[src/rtl/sram_wr_ctrl.sv]
module sram_wr_ctrl #(
   parameter int IDX_W        = 10,
   parameter int DATA_W       = 4,
   parameter bit DEFER_COMMIT = 1'b1
) (
   input  logic              clk,
   input  logic              rst_n,
   input  logic              wr_window,
   input  logic [IDX_W-1:0]  idx,
   input  logic [DATA_W-1:0] din,
   output logic              cm_en,
   output logic [IDX_W-1:0]  cm_idx,
   output logic [DATA_W-1:0] cm_data,
   output logic              fw_vld,
   output logic [IDX_W-1:0]  fw_idx,
   output logic [DATA_W-1:0] fw_data
);

   generate
      if (DEFER_COMMIT) begin : g_defer
         logic              pend_vld;
         logic [IDX_W-1:0]  pend_idx;
         logic [DATA_W-1:0] pend_data;

         always_ff @(posedge clk) begin
            if (!rst_n) begin
               pend_vld <= 1'b0;
            end else if (wr_window) begin
               pend_vld  <= 1'b1;
               pend_idx  <= idx;
               pend_data <= din;
            end else if (pend_vld) begin
               pend_vld <= 1'b0;
            end
         end

         assign cm_en   = pend_vld && !wr_window;
         assign cm_idx  = pend_idx;
         assign cm_data = pend_data;
         assign fw_vld  = pend_vld;
         assign fw_idx  = pend_idx;
         assign fw_data = pend_data;


         window_close_commit_chk: assert property (@(posedge clk) disable iff (!rst_n)
            ($past(rst_n) && $past(wr_window) && !wr_window) |-> cm_en);


         no_commit_in_window_chk: assert property (@(posedge clk) disable iff (!rst_n)
            wr_window |-> !cm_en);
      end else begin : g_through
         logic wt_unused;
         assign wt_unused = clk ^ rst_n;
         assign cm_en   = wr_window;
         assign cm_idx  = idx;
         assign cm_data = din;
         assign fw_vld  = 1'b0;
         assign fw_idx  = '0;
         assign fw_data = '0;
      end
   endgenerate

endmodule

[config.mk]
export PLATFORM = sky130hd
export DESIGN_NAME = sram_wr_ctrl
export DESIGN_NICKNAME = d
export VERILOG_FILES = /design/src/rtl/sram_wr_ctrl.sv
export SDC_FILE = /design/constraint.sdc
export NUM_CORES = 1
export LEC_CHECK = 0
export BUFFER_PORTS_ARGS = -buffer_cell sky130_fd_sc_hd__buf_2
export CAP_MARGIN = 20
export CORE_MARGIN = 5
export CORE_UTILIZATION = 39
export DETAILED_ROUTE_END_ITERATION = 10
export PLACE_DENSITY = 0.8
export SLEW_MARGIN = 20
export SYNTH_ARGS = -nofsm -noshare
export SYNTH_HDL_FRONTEND = slang
export SYNTH_SLANG_ARGS = --single-unit
[constraint.sdc]
create_clock -name clk -period 1.81 [get_ports clk]
set_input_delay 0.0905 -clock clk [delete_from_list [all_inputs] [get_ports clk]]
set_output_delay 0.0905 -clock clk [all_outputs]
set_load 0.02 [all_outputs]
# ---- Yosys cells after proc, flatten, opt, wreduce, memory -nomap -nowiden
# Cells that the tools add are included.
# W data, S select, Z words.
dict set report word_totals {
  ff_bits 15
  inputBits 17
}
dict set report classes {
  n_mux 1
  reduce_logical 3
}
# op count
set ops {}
lappend ops {{$reduce_and A2 Y1} 1}
lappend ops {{$logic_and A1 B1 Y1} 1}
lappend ops {{$logic_not A1 Y1} 1}
lappend ops {{$mux W1} 1}

# ---- Depth between registers and ports, before layout
# Gate-level depths: netlist of the first run.
dict set report depth {
  depth_word 2
  ltp_mapped 1
  ltp_nobuf 1
}

# ---- Least setup slack after synthesis of the first run
# No wires, ideal clock.
dict set report synth_path {
  path_kind {register -> output}
  startpoint {reg g_defer.pend_vld (netlist: fw_vld)}
  endpoint {out cm_en}
  arrival_ns 0.786
  path_slack_ns 0.933
  path_stages_with_launch 2
  n_path_buf 0
  cell_sequence {dfxtp_1 > nor2b_1}
}
dict set report synth_between {
  elab_chain_len 1
}
# element line_no
set synth_lines {}
lappend synth_lines {{start: declaration} 21} ;# logic pend_vld;
lappend synth_lines {{start signal: assignment} 27} ;# pend_vld <= 1'b0;
lappend synth_lines {{start signal: assignment} 29} ;# pend_vld <= 1'b1;
lappend synth_lines {{start signal: assignment} 33} ;# pend_vld <= 1'b0;
lappend synth_lines {{$logic_and A1 B1 Y1} 37} ;# assign cm_en = pend_vld && !wr_window;
lappend synth_lines {{end: declaration} 11} ;# output logic cm_en,
# Every way passes these cells.

# ---- Final worst setup path of the first run
# Ends and elaborated chain as after synthesis.

==> results of run 1 <==
## layout make-up
class	instances	area, sq um	area share
clock inverters	1	5.005	0.005714
flip-flops and latches	15	440.4	0.5029
well taps	15	18.77	0.02143
multi-input cells	3	18.77	0.02143
clock buffers	3	22.52	0.02571
repair buffers	60	370.4	0.4229
## power breakdown
part,internal (mW),switching [mW],total [mW]
clock network,0.0817,0.0962,0.178
logic,0.0612,0.0846,0.146
registers,0.404,0.00910,0.414
total,0.547,0.190,0.737
## synthesized netlist by cell type
cell	instances
and2_1	2
buf_4	14
dfxtp_1	1
edfxtp_1	14
nor2b_1	1
## worst paths after layout
check | start | to | slack (ns) | cells after the start
max | fw_vld | cm_en | 0.82 | 2
min | rst_n | fw_vld | 0.04 | 2
## cells by family after synthesis
kind of cell / Yosys count / synth area share
buffers and inverters: 14 / 0.1863
flip-flops: 15 / 0.7805
AND/OR/NAND/NOR: 3 / 0.03326
## registers in the layout (all words and copies together) (netlist names)
name / count
cm_data: 4
fw_vld: 1
cm_idx: 10
## what timing repair did
action / in CTS / in global routing
buffers inserted: 0 / 0
endpoints found under the hold margin: 14 / 0
hold buffers: 14 / 0
## metal layers
| metal | share of wire | GRT usage | vias up |
|---|---|---|---|
| met2 | 0.55 | 0.2164 | 28 |
| met5 | 0 | 0 | - |
| met3 | 0.14 | 0.03383 | 2 |
| met4 | 0.0033 | 0.04839 | 0 |
| li1 | - | - | 195 |
| met1 | 0.31 | 0.08235 | 171 |
==> out/metrics.csv, run 1 <==
stage,metric,value,unit
outcome,status,"finished, final reports clean",
critical_path,cp-end-kind,primary output,
layout,layout_common_cells,"buf_2, edfxtp_1, dlygate4sd3_1",
yosys,synth_seq_area_share,0.7805,
floorplanning,die_area,2308,sq um
placement,placed_area,708.2,sq um
yosys,netlist_instances,32,
yosys,avgSynthCellArea,17.63,sq um
clocking,cts_buffers,3,
sta,grt_setup_unrepaired,no,
route,vias_per_cell,4.082,
sta,fmax,1.006,GHz
global_routing,antenna_found_initial,0,
yosys,syn_nets,49,
layout,utilization,0.6567,
clocking,htree_num_levels,1,
yosys,yosysWarningCount,0,
placement,dp_cells,79,
sta,period_minus_slack,0.9941,ns
layout,final_layout_size_suffix_gt1_frac,0.6098,
flow_run,cap_violations,0,
sta,finalHoldViolCount,0,
hold_path,worstHoldPathType,input port to flop,
clocking,clkTransAtPathRegs,0.08,ns
layout,layout_commonest_cell,buf_2,
clocking,cts_resized,0,
pwr,vdd_drop_max,0.4566,mV
route,firstDrtPassIters,2,
yosys,synthTopCellsByArea,"edfxtp_1, buf_4, dfxtp_1, and2_1, nor2b_1",
sta,fin_tns_setup,0,ns
sta,setup_viol,0,
critical_path,cp_top_family,flip-flops,
pwr,leakagePower,0.4065,nW
sta,drv_slew,0,
critical_path,crit_path_top_delay_cell,dfxtp_1,
pwr,power,0.7372,mW
yosys,synth_cell_types,5,
route,postRouteAntennaNets,0,
critical_path,required,1.72,ns
route,wl_per_cell,12.42,microns
critical_path,crit_type,flop to primary output,
global_routing,track_usage,0.1042,
layout,fin_cells,97,
critical_path,crit_fanout,2,
critical_path,crit_buf_inv,1,
yosys,synth-seq-cells,15,
global_routing,grt_pass1_vias,376,
placement,portBuffers,46,
global_routing,grt_first_pass_wirelength,1.573,mm
placement,pre_cts_ws,0.7242,ns
clocking,clkSinkCount,15,
critical_path,critical-path-max-stage-delay,0.34,ns
sta,post-route-period-util,0.5492,
layout,final.fill_count,115,
route,drt_iter0_markers,4,
yosys,synth.largest_area_cell,edfxtp_1,
critical_path,worstPathArrival,0.90,ns
floorplanning,pin_count,47,
critical_path,start_kind,flop,
placement,gp_congestion,0.5939,
floorplanning,core_area,1334,sq um
sta,max_slew.worst_pin.slew,0.5867,ns
sta,timing.hold.ws,0.03760,ns
pwr,power.density,841.7,nW/um^2
floorplanning,die_w,48.04,microns
yosys,synthDominantCellAreaShare,0.7450,
sta,relSlewSlack,0.6089,
critical_path,worstPathCellList,nor2b_1 > buf_2,
sta,fin_ws,0.8159,ns
floorplanning,rows,13,
route,vias,396,
yosys,syn_area,564.3,sq um
clocking,root_buffer,clkbuf_4,
route,drcViolationCount,0,
clocking,cts_tree,done,
layout,design_area,875.8,sq um
layout,syn_to_final_growth,55.21,%
global_routing,grt_overflow,0,
layout,diodes,0,
floorplanning,start_util,0.4231,
route,routed_wirelength,1.205,mm
clocking,cts_buffer_depth,2,
layout,nets,100,
floorplanning,die_h,48.04,microns
global_routing,grt_max_degree,15,
No activity file was read; power rests on OpenSTA's default activity.
==> inputs of run 2 (changes only) <==
Settings changed: ABC_AREA from default to 1, CORE_UTILIZATION 39 to 36, PLACE_DENSITY 0.8 to 0.75.
Clock period 1.81 ns to 1 ns, I/O delays scaled along.
==> run 2 against run 1 <==
  * Sequential share of layout area decreased by 1.6 points
  * First-iteration DRC count decreased by 75%
  * Count of clock-buffer cells in the layout is 1 higher
  * Utilization fell by 4.7 points
  * Synthesized cell count increased by 6.3%
  * Non-clock buffer count increased by 3
  * Combinational power is 90% higher
  * Critical path depth increased by 1
  * Final cell count rose by 6.2%
  * Wire length up 1.9%
  * Via count up 7.8%
  * Global-route usage fell by 0.15 points
  * Critical path type unchanged
==> out/metrics.csv, run 2 <==
stage,metric,value,unit,change
outcome,status,"finished, final reports clean",,unchanged
route,wl_per_cell,11.92,microns,was 12.42 microns
route,vias,427,,was 396
yosys,synthTopCellsByArea,"edfxtp_1, buf_4, dfxtp_1, inv_1, nand2_1",,"was edfxtp_1, buf_4, dfxtp_1, and2_1, nor2b_1"
sta,max_slew.worst_pin.slew,0.1127,ns,was 0.5867 ns
floorplanning,die_h,49.59,microns,was 48.04 microns
flow_run,cap_violations,0,,unchanged
yosys,async_flop_share,0,,unchanged
route,routed_wirelength,1.228,mm,was 1.205 mm
yosys,synth_edf_count,14,,unchanged
layout,largest_register_ff_count,10,,unchanged
layout,nets,105,,was 100
clocking,cts_buffer_depth,2,,unchanged
yosys,synth-seq-cells,15,,unchanged
route,drt_iter0_markers,1,,was 4
clocking,clkSinkCount,15,,unchanged
yosys,syn_area,564.3,sq um,unchanged
yosys,synth_cell_types,6,,was 5
pwr,p_int,1.005,mW,was 0.5473 mW
pwr,p_switching,0.3369,mW,was 0.1899 mW
placement,dpl.hpwl,860.1,microns,
global_routing,grt_first_pass_wirelength,1.911,mm,was 1.573 mm
yosys,synth.top_cells.by_count,"buf_4, edfxtp_1, inv_1",,"was buf_4, edfxtp_1, and2_1, dfxtp_1, nor2b_1"
pwr,power.density,1479,nW/um^2,was 841.7 nW/um^2
layout,final_layout_size_suffix_gt1_frac,0.6092,,was 0.6098
layout,layout_common_cells,"buf_2, dlygate4sd3_1, edfxtp_1",,"was buf_2, edfxtp_1, dlygate4sd3_1"
critical_path,required,0.95,ns,was 1.72 ns
pwr,power,1.342,mW,was 0.7372 mW
floorplanning,core_area,1489,sq um,was 1334 sq um
yosys,synthFlopType,edfxtp_1,,unchanged
clocking,clkTransAtPathRegs,0.08,ns,about the same
clocking,cts_tree,done,,unchanged
pwr,leakagePower,0.4319,nW,was 0.4065 nW
critical_path,cp-end-kind,primary output,,unchanged
hold_path,hold_depth,4,,was 2
critical_path,cp-startpoint,fw_vld,,unchanged
clocking,cts_buffers,3,,unchanged
global_routing,antenna_found_initial,0,,unchanged
floorplanning,pin_count,47,,unchanged
yosys,synth.largest_area_cell,edfxtp_1,,unchanged
route,vias_per_cell,4.146,,was 4.082
layout,final.fill_count,121,,was 115
placement,dp_cells,84,,was 79
floorplanning,start_util,0.3790,,was 0.4231
sta,period_minus_slack,0.9334,ns,
layout,syn_to_final_growth,60.75,%,was 55.21%
sta,fin_tns_setup,0,ns,unchanged
yosys,netlist_instances,34,,was 32
placement,pre_cts_ws,0.2480,ns,was 0.7242 ns
pwr,clkPwrFrac,0.236,,was 0.241
global_routing,grt_max_degree,10,,was 15
sta,fmax,1.071,GHz,
hold_path,min_from,rst_n,,unchanged
hold_path,worstHoldPathType,input port to flop,,unchanged
floorplanning,rows,14,,was 13
critical_path,start_kind,flop,,unchanged
sta,drv_slew,0,,unchanged
sta,fin_ws,0.06660,ns,was 0.8159 ns
layout,fin_cells,103,,was 97
placement,gp_congestion,0.6373,,was 0.5939
sta,post-route-period-util,0.9334,,
sta,grt_setup_unrepaired,no,,unchanged
floorplanning,die_area,2459,sq um,was 2308 sq um
sta,relSlewSlack,0.9249,,was 0.6089
sta,finalHoldViolCount,0,,unchanged
pwr,vdd_drop_max,1.108,mV,was 0.4566 mV
route,drcViolationCount,0,,unchanged
yosys,avgSynthCellArea,16.60,sq um,was 17.63 sq um
critical_path,worstPathArrival,0.88,ns,was 0.90 ns
yosys,synth_seq_area_share,0.7805,,unchanged
yosys,yosysWarningCount,0,,unchanged
critical_path,crit_fanout,2,,unchanged
yosys,syn_nets,51,,was 49
pwr,switching_share,0.2511,,was 0.2576
clocking,root_buffer,clkbuf_4,,unchanged
pwr,pwr-share-comb,0.206,,was 0.198
pwr,seqPwrFrac,0.558,,was 0.561
critical_path,crit_type,flop to primary output,,unchanged
layout,layout_commonest_cell,buf_2,,unchanged
sta,timing.hold.ws,0.2623,ns,was 0.03760 ns
placement,portBuffers,46,,unchanged
sta,setup_viol,0,,unchanged
global_routing,track_usage,0.1027,,was 0.1042
global_routing,grt_pass1_vias,449,,was 376
clocking,htree_num_levels,1,,unchanged
route,firstDrtPassIters,4,,was 2
yosys,synthDominantCellAreaShare,0.7450,,unchanged
layout,diodes,0,,unchanged
floorplanning,die_w,49.59,microns,was 48.04 microns
route,postRouteAntennaNets,0,,unchanged
global_routing,grt_overflow,0,,unchanged
==> run 2: final timing paths <==
check,endpoint,slack [ns]
setup / recovery,cm_en,0.07
hold / removal,cm_idx[0],0.26
==> run 2: through the flow <==
step / utilization / cell area (sq um)
2_1_floorplan: - / 564.3
3_3_place_gp: 0.4866 / 724.4
3_5_place_dp: 0.4866 / 724.4
4_1_cts: 0.6050 / 900.9
5_1_grt: 0.6092 / 907.1
6_report: 0.6092 / 907.1
==> run 2: kinds of logic after synthesis <==
group	share of synthesized area
flops	0.7805
buf+inv	0.2062
simple gates	0.01329
==> run 2: routing by layer <==
metal  vias to the layer above  part of all wire  track usage  routed length [microns]
li1                        206                 -            -                        -
met1                       186              0.30      0.08429                      370
met2                        35              0.52       0.1864                      644
met3                         0              0.17      0.06928                      213
met4                         0                 0      0.03930                        0
met5                         -                 0            0                        0
==> run 2: timing repair <==
item	in CTS	in global routing
hold buffers	15	0
hold endpoints to repair	15	0
endpoints found under the setup margin	0	1
resized for setup	0	3
setup buffers	0	0
==> run 2: power by group through the flow <==
| stage | clock network, mW | logic (mW) | registers (mW) |
|---|---|---|---|
| floorplan | 0 | 0.113 | 0.817 |
| global placement | 0 | 0.228 | 0.762 |
| detailed placement | 0 | 0.229 | 0.763 |
| CTS | 0.327 | 0.274 | 0.749 |
| global route | 0.360 | 0.292 | 0.756 |
| finish | 0.316 | 0.277 | 0.749 |
==> run 2: worst max-delay path: stages, from the launching register on <==
cell and delay (ns):
dfxtp_2 0.33, inv_1 0.05, nor2_2 0.10, buf_4 0.14
==> run 2: layout make-up <==
cell class                      count  area (sq um)  share of cell area
Tap cell                           16         20.02             0.02207
Timing Repair Buffer               63         397.9              0.4386
Inverter                            3         11.26             0.01241
Sequential cell                    15         441.7              0.4869
Clock buffer                        4         26.28             0.02897
Multi-Input combinational cell      2         10.01             0.01103
